$ cat src/rtl/nibdac_pkg.sv
package nibdac_pkg;
    localparam int NIB_W  = 4;
    localparam int NIB_N  = 3;
    localparam int CODE_W = NIB_W * NIB_N;

    typedef struct packed {
        logic              low_seen;
        logic [NIB_N-1:0]  en_n;
        logic              ld_n;
        logic [CODE_W-1:0] din;
    } samp_t;

    typedef struct packed {
        logic [CODE_W-1:0] hold;
        logic [CODE_W-1:0] code;
    } regs_t;
endpackage

$ cat src/rtl/nibdac_strobe_sampler.sv
module nibdac_strobe_sampler
    import nibdac_pkg::*;
(
    input  logic              clk,
    input  logic              rst_n,
    input  logic              wr_n,
    input  logic              ld_n,
    input  logic [NIB_N-1:0]  nib_en_n,
    input  logic [CODE_W-1:0] data_i,
    output logic              commit_o,
    output logic [NIB_N-1:0]  en_n_o,
    output logic              ld_n_o,
    output logic [CODE_W-1:0] din_o
);
    samp_t s_d, s_q;

    // Capture bus state in every low cycle; freeze it once the strobe is high.
    always_comb begin
        s_d = s_q;
        s_d.low_seen = !wr_n;
        if (!wr_n) begin
            s_d.en_n = nib_en_n;
            s_d.ld_n = ld_n;
            s_d.din  = data_i;
        end
    end

    always_ff @(posedge clk or negedge rst_n) begin
        if (!rst_n) begin
            s_q <= '{low_seen: 1'b0, en_n: '1, ld_n: 1'b1, din: '0};
        end else begin
            s_q <= s_d;
        end
    end

    assign commit_o = s_q.low_seen && wr_n;
    assign en_n_o   = s_q.en_n;
    assign ld_n_o   = s_q.ld_n;
    assign din_o    = s_q.din;

    // one release gives exactly one commit pulse.
    p_single_commit_r6: assert property (@(posedge clk) disable iff (!rst_n)
        commit_o |=> !commit_o);
    // sampled controls stay frozen while the strobe is high.
    p_frozen_when_high_r7: assert property (@(posedge clk) disable iff (!rst_n)
        wr_n |=> $stable(en_n_o) && $stable(ld_n_o) && $stable(din_o));
endmodule

$ cat src/rtl/nibdac_merge.sv
module nibdac_merge
    import nibdac_pkg::*;
(
    input  logic [NIB_N-1:0]  en_n_i,
    input  logic [CODE_W-1:0] din_i,
    input  logic [CODE_W-1:0] hold_i,
    output logic [CODE_W-1:0] merged_o
);
    for (genvar n = 0; n < NIB_N; n++) begin : g_nib
        localparam int LO = n * NIB_W;
        assign merged_o[LO +: NIB_W] = en_n_i[n] ? hold_i[LO +: NIB_W]
                                                 : din_i[LO +: NIB_W];
    end
endmodule

$ cat src/rtl/nibdac_code_view.sv
module nibdac_code_view
    import nibdac_pkg::*;
(
    input  logic [CODE_W-1:0] code_i,
    output logic [CODE_W-1:0] twos_o
);
    localparam logic [CODE_W-1:0] SIGN_FLIP = {1'b1, {(CODE_W-1){1'b0}}};

    assign twos_o = code_i ^ SIGN_FLIP;
endmodule

$ cat src/rtl/nibdac_front.sv
module nibdac_front
    import nibdac_pkg::*;
(
    input  logic              clk,
    input  logic              rst_n,
    input  logic              wr_n,
    input  logic              ld_n,
    input  logic [NIB_N-1:0]  nib_en_n,
    input  logic [CODE_W-1:0] data_i,
    output logic [CODE_W-1:0] code_o,
    output logic [CODE_W-1:0] code_twos_o
);
    localparam logic [CODE_W-1:0] MID_SCALE = {1'b1, {(CODE_W-1){1'b0}}};

    logic              commit;
    logic [NIB_N-1:0]  en_s;
    logic              ld_s;
    logic [CODE_W-1:0] din_s;
    logic [CODE_W-1:0] merged;
    regs_t             r_d, r_q;

    nibdac_strobe_sampler samp_i (
        .clk      (clk),
        .rst_n    (rst_n),
        .wr_n     (wr_n),
        .ld_n     (ld_n),
        .nib_en_n (nib_en_n),
        .data_i   (data_i),
        .commit_o (commit),
        .en_n_o   (en_s),
        .ld_n_o   (ld_s),
        .din_o    (din_s)
    );

    nibdac_merge merge_i (
        .en_n_i   (en_s),
        .din_i    (din_s),
        .hold_i   (r_q.hold),
        .merged_o (merged)
    );

    // Merged value feeds both banks, so a combined write+transfer is glitch-free.
    always_comb begin
        r_d = r_q;
        if (commit) begin
            r_d.hold = merged;
            if (!ld_s) begin
                r_d.code = merged;
            end
        end
    end

    always_ff @(posedge clk or negedge rst_n) begin
        if (!rst_n) begin
            r_q <= '0;
        end else begin
            r_q <= r_d;
        end
    end

    assign code_o = r_q.code;

    nibdac_code_view view_i (
        .code_i (r_q.code),
        .twos_o (code_twos_o)
    );

    // holding bank only moves on a commit.
    p_hold_stable_r2: assert property (@(posedge clk) disable iff (!rst_n)
        !commit |=> $stable(r_q.hold));
    // no transfer enable, no code change.
    p_code_kept_r3: assert property (@(posedge clk) disable iff (!rst_n)
        !(commit && !ld_s) |=> $stable(code_o));
    // after a transfer, output register and holding bank agree.
    p_transfer_match_r5: assert property (@(posedge clk) disable iff (!rst_n)
        (commit && !ld_s) |=> (code_o == r_q.hold));
    // no output motion while the strobe is sampled low.
    p_quiet_low_r6: assert property (@(posedge clk) disable iff (!rst_n)
        !wr_n |=> $stable(code_o));
    // mid-scale reads as zero in the two's-complement view.
    p_mid_zero_r9: assert property (@(posedge clk) disable iff (!rst_n)
        (code_o == MID_SCALE) |-> (code_twos_o == '0));
endmodule

$ cat config.mk
export PLATFORM = sky130hd
export DESIGN_NAME = nibdac_front
export DESIGN_NICKNAME = d
export VERILOG_FILES = /design/src/rtl/nibdac_pkg.sv /design/src/rtl/nibdac_strobe_sampler.sv /design/src/rtl/nibdac_merge.sv /design/src/rtl/nibdac_code_view.sv /design/src/rtl/nibdac_front.sv
export SDC_FILE = /design/constraint.sdc
export NUM_CORES = 1
export LEC_CHECK = 0
export CAP_MARGIN = 10
export CORE_MARGIN = 10
export CORE_UTILIZATION = 48
export CTS_CLUSTER_SIZE = 12
export DETAILED_ROUTE_END_ITERATION = 6
export GPL_ROUTABILITY_DRIVEN = 0
export PLACE_DENSITY_LB_ADDON = 0.15
export SLEW_MARGIN = 20
export SYNTH_ARGS = -nofsm -noshare
export SYNTH_HDL_FRONTEND = slang
export SYNTH_SLANG_ARGS = --single-unit
export TNS_END_PERCENT = 50
$ cat constraint.sdc
create_clock -name clk -period 2 [get_ports clk]
set_clock_uncertainty 0.2 [all_clocks]
set_input_delay 0.4 -clock clk [delete_from_list [all_inputs] [get_ports clk]]
set_output_delay 0.4 -clock clk [all_outputs]
set_load 0.02 [all_outputs]
# Word-level counts from Yosys, hierarchy flattened
# Cells that the tools add are included.
# Widths: inputs -> output; s select.
word_totals:
  reg_bits: 41
  latch_bits: 0
  ram_bits: 0
  romBits: 0
  input_bits: 19
  output_inout_bits: 24
  n_memories: 0
op_classes:
  n_addsub: 0
  multipliers: 0
  div_mod_pow: 0
  order_cmp: 0
  n_eq_ne: 0
  shift: 0
  muxes: 3
  bitwise: 2
  n_reduce_logical: 3
ops:
  columns: ["cell", "count"]
  rows:
  - ["$mux 4", 3]
  - ["$not 1->1", 2]
  - ["$reduce_and 2->1", 1]
  - ["$logic_and 1x1->1", 1]
  - ["$logic_not 1->1", 1]

# Logic depth before layout (Yosys ltp)
# Gate-level depths: netlist (run 1).
depth:
  depth_word: 2
  mapped_depth: 3
  depth_no_buf: 2

# Hierarchy
# From an unflattened synthesis (run 1), not the netlist that was laid out.
hier_totals:
  cells_unflattened: 139
  area_unflattened_um2: 2040.7
by_module_without_submodules:
  columns: ["module", "n_inst", "cells_each", "area_per_inst_um2", "seq_area_each_um2"]
  rows:
  - ["nibdac_front", 1, 63, 1023.5, 600.6]
  - ["nibdac_strobe_sampler", 1, 52, 795.8, 430.4]
  - ["nibdac_merge", 1, 12, 135.1, 0.0]
  - ["nibdac_code_view", 1, 12, 86.3, 0.0]

# Worst setup path before layout (run 1)
# OpenSTA, ideal clock, no wires.
synth_timing:
  path_kind: "flip-flop to flip-flop"
  from: "register samp_i.s_q (netlist bit samp_i.en_n_o[2])"
  to: "register r_q (netlist bit code_o[10])"
  setup_ns: 0.125
  arrival_ns: 1.128
  required_time_ns: 1.675
  path_slack_ns: 0.548
  path_stages_with_launch: 3
  period_less_slack_ns: 1.452
  cell_sequence: "dfstp_2 > mux2_2 > mux2_2"
synth_between:
  elab_chain_len: 1
synth_lines:
  columns: ["element", "line", "rtl"]
  rows:
  - ["start, declared", "nibdac_strobe_sampler.sv:15", "samp_t s_d, s_q;"]
  - ["start signal, assigned", "nibdac_strobe_sampler.sv:30", "s_q <= '{low_seen: 1'b0, en_n: '1, ld_n: 1'b1, din: '0};"]
  - ["$mux 4", "nibdac_merge.sv:11", "assign merged_o[LO +: NIB_W] = en_n_i[n] ? hold_i[LO +: NIB_W]"]
  - ["end signal, assigned", "nibdac_front.sv:57", "r_q <= r_d;"]
  - ["end, declared", "nibdac_front.sv:20", "regs_t r_d, r_q;"]
# No other way between the ends.
# A chain may end at the register's enable or synchronous reset.

# Worst setup path in the final report (run 1)
layout_timing:
  from: "register r_q (netlist bit code_o[8])"
  to: "output code_twos_o[8]"
layout_rtl:
  columns: ["element", "line", "rtl"]
  rows:
  - ["end, declared", "nibdac_front.sv:11", "output logic [CODE_W-1:0] code_twos_o"]
# No word-level cell between the ends.

==> results of run 1 <==
through the flow:
stage / total power [W] / utilization / setup WS, ps / cell area, um^2
floorplan: 0.001772 / - / 547.7 / 1759
CTS: 0.002730 / 0.6648 / 24.82 / 2288
finish: 0.002688 / 0.6656 / 108.4 / 2291
global placement: 0.002151 / 0.6358 / 52.96 / 2188
global route: 0.002824 / 0.6656 / 57.94 / 2291
detailed placement: 0.002183 / 0.6358 / 11.97 / 2188
placed cells by master, fill, tap and decap left out, types with 2 or more instances in the layout:
| cell | n |
|---|---|
| dfstp_2 | 4 |
| mux2_2 | 50 |
| nand3b_1 | 3 |
| dfrtp_1 | 37 |
| buf_12 | 2 |
| clkbuf_8 | 6 |
| clkbuf_1 | 2 |
| buf_4 | 3 |
| clkdlybuf4s50_1 | 40 |
| inv_1 | 2 |
| mux2i_1 | 2 |
cell families (layout without fill, tap and decap cells):
| group | Yosys count | after routing | synth area share |
|---|---|---|---|
| mux | 52 | 52 | 0.3314 |
| buf+inv | 16 | 58 | 0.06472 |
| flops | 41 | 41 | 0.5861 |
| simple gates | 4 | 4 | 0.01778 |
worst min path at each step:
stage | to | slack [ps] | cells after the start
floorplan | code_o[0]$_DFFE_PN0P_ | -100 | 0
global placement | r_q[15]$_DFFE_PN0P_ | 170 | 1
detailed placement | r_q[15]$_DFFE_PN0P_ | 180 | 1
CTS | r_q[21]$_DFFE_PN0P_ | 310 | 1
global route | r_q[12]$_DFFE_PN0P_ | 330 | 1
finish | r_q[15]$_DFFE_PN0P_ | 310 | 1
final cells by class:
class / instances / share of cell area
Timing Repair Buffer: 48 / 0.2141
Inverter: 2 / 0.003277
Sequential cell: 41 / 0.4500
Multi-Input combinational cell: 56 / 0.2682
Tap cell: 46 / 0.02512
Clock buffer: 8 / 0.03932
sequential cells by signal (all words and copies together), names as in the netlist:
signal	flops
samp_i.en_n_o	3
samp_i.ld_n_o	1
r_q	12
samp_i.s_q	1
code_o	12
samp_i.din_o	12
power breakdown:
part	switching (W)	leakage (nW)	internal [W]	total, W
Sequential	0.000127	0.480	0.00103	0.00116
Combinational	0.000438	0.440	0.000553	0.000991
Clock	0.000259	0.0455	0.000281	0.000541
Total	0.000825	0.965	0.00186	0.00269
routing by layer:
| layer | vias up | routed length [um] | track usage |
|---|---|---|---|
| li1 | 463 | - | - |
| met5 | - | 0 | 0 |
| met3 | 7 | 228 | 0.04232 |
| met4 | 0 | 68 | 0.05810 |
| met2 | 30 | 1602 | 0.1656 |
| met1 | 500 | 1430 | 0.1261 |
what timing repair did:
action	4_1_cts	5_1_grt
hold buffers	1	0
setup endpoints to repair	0	1
gates resized for setup	0	1
endpoints found under the hold margin	15	0
==> impl_metrics.env, run 1 <==
export IMPL_layout_area_seq_mm2=0.001031
export IMPL_max_slew_margin=0.6909
export IMPL_crit_path_end_kind="output port"
export IMPL_die_area_mm2=0.006487
export IMPL_cp_cell_sequence="clkdlybuf4s50_1"
export IMPL_detail_route_antenna_nets=0
export IMPL_fraction_of_the_yosys_area_taken_by_sequential_cells=0.5861
export IMPL_clockBufferDepth=2
export IMPL_area_leader_netlist="dfrtp_1"
export IMPL_cp_arrival_ps=1290
export IMPL_r2r_worst_path_cells=2
export IMPL_min_period_over_period=0.9458
export IMPL_rsz0062_at_grt="no"
export IMPL_synth_edf_count=0
export IMPL_min_delay_start="r_q[15]$_DFFE_PN0P_"
export IMPL_antenna_violations_before_repair=0
export IMPL_setup_viol_count_final=0
export IMPL_placement_rows=21
export IMPL_numPortBuffers=42
export IMPL_run_status="completed"
export IMPL_syn_mean_instance_area_um2=15.57
export IMPL_globalRouteOverflowTotal=0
export IMPL_cp_endpoint="code_twos_o[8]"
export IMPL_period_needed_ps=1892
export IMPL_dp_final_hpwl_mm=2.542
export IMPL_drt_pre_antenna_iters=2
export IMPL_crit_reg2reg_launch="samp_i.en_n_o[0]$_DFFE_PN1N_"
export IMPL_synth_net_count=132
export IMPL_die_h_um=80.54
export IMPL_min_path_type="reg2reg"
export IMPL_fp_dieW_um=80.54
export IMPL_synthCells=113
export IMPL_num_fill_cells=255
export IMPL_largest_net_degree_at_the_start_of_global_routing=24
export IMPL_regToRegEndpoint="code_o[1]$_DFFE_PN0P_"
export IMPL_power_density_mw_per_mm2=1174
export IMPL_cts_made_buffers=5
export IMPL_synth_flop_cell="dfrtp_1"
export IMPL_critPathKind="reg2out"
export IMPL_viasPerCell=4.975
export IMPL_cts_reportedPaths_clkPinSlew_ps=70
export IMPL_post_route_drc_count=0
export IMPL_rrSetupSlack_ps=460
export IMPL_cp_required_ps=1400
export IMPL_netlist_area_mm2=0.001759
export IMPL_fmax_ghz=0.5287
export IMPL_critical_path_slowest_cell="clkdlybuf4s50_1"
export IMPL_detailedRoute_firstIterationViolations=79
export IMPL_post_route_cells_drive_above_1_share=0.4258
export IMPL_yosys_warnings=0
export IMPL_vias=1000
export IMPL_async_set_or_reset_register_ratio_after_synthesis=1.000
export IMPL_areaGrowthSynthToFinish_pct=30.23
export IMPL_worst_hold_slack_ps=310.9
export IMPL_ir_worst_vdd_mv=0.6941
export IMPL_multi_input_comb_area_um2=614.3
export IMPL_synth_commonest_cells="50 x mux2_2, 37 x dfrtp_1, 12 x buf_4, 4 x dfstp_2, 3 x nand3b_1"
export IMPL_worst_setup_path_start_kind="register"
export IMPL_post_cts_setup_repair_bufs=0
export IMPL_timing_final_hold_violations=0
export IMPL_worstPathBufferInverterCount=1
export IMPL_ctsHtreeMaxLevel=2
export IMPL_tritoncts_num_sinks=41
export IMPL_clockRootBuffer="clkbuf_8"
export IMPL_fin_cells=201
export IMPL_synth_top_cells_by_area="dfrtp_1 53%, mux2_2 32%, dfstp_2 6.0%"
export IMPL_netlist_cell_type_count=10
export IMPL_tritoncts="done"
export IMPL_worstSkewPairLatency_ps=290
export IMPL_postSynthRegisterBits=41
export IMPL_cell_with_the_most_instances_after_synthesis="mux2_2"
export IMPL_first_global_vias=1045
export IMPL_boundaryPins=43
export IMPL_nets=173
export IMPL_place_detailed_instances=192
export IMPL_tightest_slew_ps=463.7
export IMPL_yosys_area_top_type_share=0.5263
export IMPL_start_util=0.5111
export IMPL_grt_first_pass_wirelength_mm=5.340
export IMPL_timing_setup_tns_ps=0
export IMPL_core_area_mm2=0.003442
export IMPL_worstPathMaxFanout=3
export IMPL_gr_usage_all_layers=0.1078
export IMPL_startpoint="code_o[8]$_DFFE_PN0P_"
export IMPL_report_final_slew_viol_count=0
export IMPL_routed_wire_length_mm=3.330
export IMPL_worst_path_largest_cell_delay_ps=640
export IMPL_static_leakage_power_nw=0.9650
export IMPL_critPathTopFamily="buffers and inverters"
export IMPL_timing_critical_path_depth=1
export IMPL_max_cap_violations=0
export IMPL_wire_per_inst_um=16.57
export IMPL_antenna_diode_count=0
(Power assumes the default switching activity.)
==> inputs of run 2 (changes only) <==
==> constraint.sdc (replaced) <==
create_clock -name clk -period 2 [get_ports clk]
set_clock_uncertainty 0.2 [all_clocks]
set_input_delay 0.6 -clock clk [delete_from_list [all_inputs] [get_ports clk]]
set_output_delay 0.6 -clock clk [all_outputs]
set_load 0.02 [all_outputs]
==> run 2 against run 1 <==
  * First-iteration DRC count decreased by 53%
  * Fmax increased by 0.85%
  * Sequential share of layout area decreased by 0.17 points
  * Final area increased by 0.38%
  * Register-to-register slack improved by 20 ps
  * Via count decreased by 1.0%
  * Largest power group unchanged
  * Largest cell class unchanged
==> impl_metrics.env, run 2 (synthesis results as in run 1) <==
export IMPL_grt_first_pass_wirelength_mm=5.451
export IMPL_cts_reportedPaths_clkPinSlew_ps=80
export IMPL_power_density_mw_per_mm2=1205
export IMPL_dp_final_hpwl_mm=2.488
export IMPL_fp_dieW_um=80.54
export IMPL_cell_internal_pwr_w=0.001941
export IMPL_drt_pre_antenna_iters=3
export IMPL_first_global_vias=1068
export IMPL_worst_setup_path_start_kind="register"
export IMPL_post_route_drc_count=0
export IMPL_die_area_mm2=0.006487
export IMPL_post_route_cells_drive_above_1_share=0.4452
export IMPL_critPathKind="reg2out"
export IMPL_num_fill_cells=259
export IMPL_gr_usage_all_layers=0.1092
export IMPL_detail_route_antenna_nets=0
export IMPL_seq_power_share=0.414
export IMPL_placement_rows=21
export IMPL_crit_reg2reg_launch="samp_i.en_n_o[2]$_DFFE_PN1N_"
export IMPL_globalRouteOverflowTotal=0
export IMPL_numPortBuffers=42
export IMPL_timing_final_hold_violations=0
export IMPL_setup_viol_count_final=0
export IMPL_max_slew_margin=0.6995
export IMPL_r2r_worst_path_cells=2
export IMPL_antenna_diode_count=0
export IMPL_core_area_mm2=0.003442
export IMPL_max_cap_violations=0
export IMPL_min_period_over_period=0.9378
export IMPL_clockRootBuffer="clkbuf_8"
export IMPL_tightest_slew_ps=450.7
export IMPL_crit_path_end_kind="output port"
export IMPL_rsz0062_at_grt="no"
export IMPL_layout_cells_most_common="mux2_2"
export IMPL_cts_made_buffers=5
export IMPL_routed_wire_length_mm=3.270
export IMPL_ir_worst_vdd_mv=0.5304
export IMPL_areaGrowthSynthToFinish_pct=30.73
export IMPL_viasPerCell=4.925
export IMPL_cp_arrival_ps=1080
export IMPL_fmax_ghz=0.5331
export IMPL_min_path_type="in2async"
export IMPL_cts_hold_fix_buffers=0
export IMPL_power_clock_fraction=0.279
export IMPL_static_leakage_power_nw=1.022
export IMPL_nets=173
export IMPL_antenna_violations_before_repair=0
export IMPL_period_needed_ps=1876
export IMPL_tritoncts="done"
export IMPL_report_final_slew_viol_count=0
export IMPL_worst_hold_slack_ps=45.48
export IMPL_detailedRoute_firstIterationViolations=37
export IMPL_dpl_cell_area_mm2=0.002196
export IMPL_tritoncts_num_sinks=41
export IMPL_wire_per_inst_um=16.27
export IMPL_power_combinational_fraction=0.307
export IMPL_final_design_area_excluding_fillers_mm2=0.002300
export IMPL_regToRegEndpoint="code_o[9]$_DFFE_PN0P_"
export IMPL_largest_net_degree_at_the_start_of_global_routing=24
export IMPL_cp_required_ps=1200
export IMPL_power_switching_fraction=0.2998
export IMPL_worstSkewPairLatency_ps=290
export IMPL_postLayoutCoreUtil=0.6681
export IMPL_most_common_layout_cells="50 x mux2_2, 37 x dfrtp_1, 24 x dlygate4sd2_1, 17 x clkdlybuf4s50_1, 5 x clkbuf_8"
export IMPL_ctsHtreeMaxLevel=2
export IMPL_die_h_um=80.54
export IMPL_timing_setup_tns_ps=0
export IMPL_vias=990
export IMPL_boundaryPins=43
export IMPL_clockBufferDepth=2
export IMPL_run_status="completed"
export IMPL_rrSetupSlack_ps=480
export IMPL_start_util=0.5111
export IMPL_p_sw_w=0.0008308
export IMPL_worstPathMaxFanout=2
-- run 2: through the flow --
step,setup WS (ps),power (W),cells
6_report,124.3,0.002771,201
5_1_grt,48.08,0.002923,201
4_1_cts,100.8,0.002818,201
3_5_place_dp,-151.9,0.002180,193
3_3_place_gp,-142.8,0.002152,193
2_1_floorplan,403.2,0.001772,113
-- run 2: layer usage --
layer / up-vias / global-route usage / wire length (um) / part of all wire
met2: 30 / 0.1752 / 1626 / 0.50
met1: 488 / 0.1220 / 1380 / 0.42
met3: 2 / 0.05568 / 250 / 0.076
li1: 470 / - / - / -
met5: - / 0 / 0 / 0
met4: 0 / 0.03697 / 13 / 0.0040
-- run 2: what timing repair did --
| action | 4_1_cts | 5_1_grt |
|---|---|---|
| gates resized for setup | 24 | 0 |
| setup endpoints to repair | 24 | 0 |
| setup buffers | 0 | 0 |
-- run 2: worst max-delay path: stages, from the launching register on --
cell and delay (ps):
dfrtp_1 370, inv_1 80, dlygate4sd2_1 340
-- run 2: area by class of cell --
cell class	count	area [um^2]	share of cell area
Tap cell	46	57.56	0.02503
Inverter	2	7.507	0.003264
Multi-Input combinational cell	56	614.3	0.2671
Timing Repair Buffer	48	455.4	0.1980
Clock inverter	3	65.06	0.02829
Sequential cell	41	1031	0.4483
Clock buffer	5	68.82	0.02992
-- run 2: worst max-delay path by stage --
stage / cells after the start / end / slack, ps / start
floorplan: 3 / code_o[10]$_DFFE_PN0P_ / 400 / wr_n
global placement: 4 / r_q[14]$_DFFE_PN0P_ / -140 / wr_n
detailed placement: 4 / r_q[13]$_DFFE_PN0P_ / -150 / wr_n
CTS: 2 / code_twos_o[11] / 100 / code_o[11]$_DFFE_PN0P_
global route: 2 / code_twos_o[11] / 50 / code_o[11]$_DFFE_PN0P_
finish: 2 / code_twos_o[11] / 120 / code_o[11]$_DFFE_PN0P_
-- run 2: power by group through the flow --
stage / Sequential, W / Combinational, W / Clock, W
6_report: 0.00115 / 0.000850 / 0.000773
5_1_grt: 0.00118 / 0.000912 / 0.000835
4_1_cts: 0.00115 / 0.000874 / 0.000794
3_5_place_dp: 0.00117 / 0.00101 / 0
3_3_place_gp: 0.00116 / 0.000993 / 0
2_1_floorplan: 0.00127 / 0.000506 / 0
==> inputs of run 3 (changes only) <==
GPL_TIMING_DRIVEN = 1   (was unset)
==> results of run 3 <==
Same layout as run 2: the final DEF is identical, and so are final timing and power.
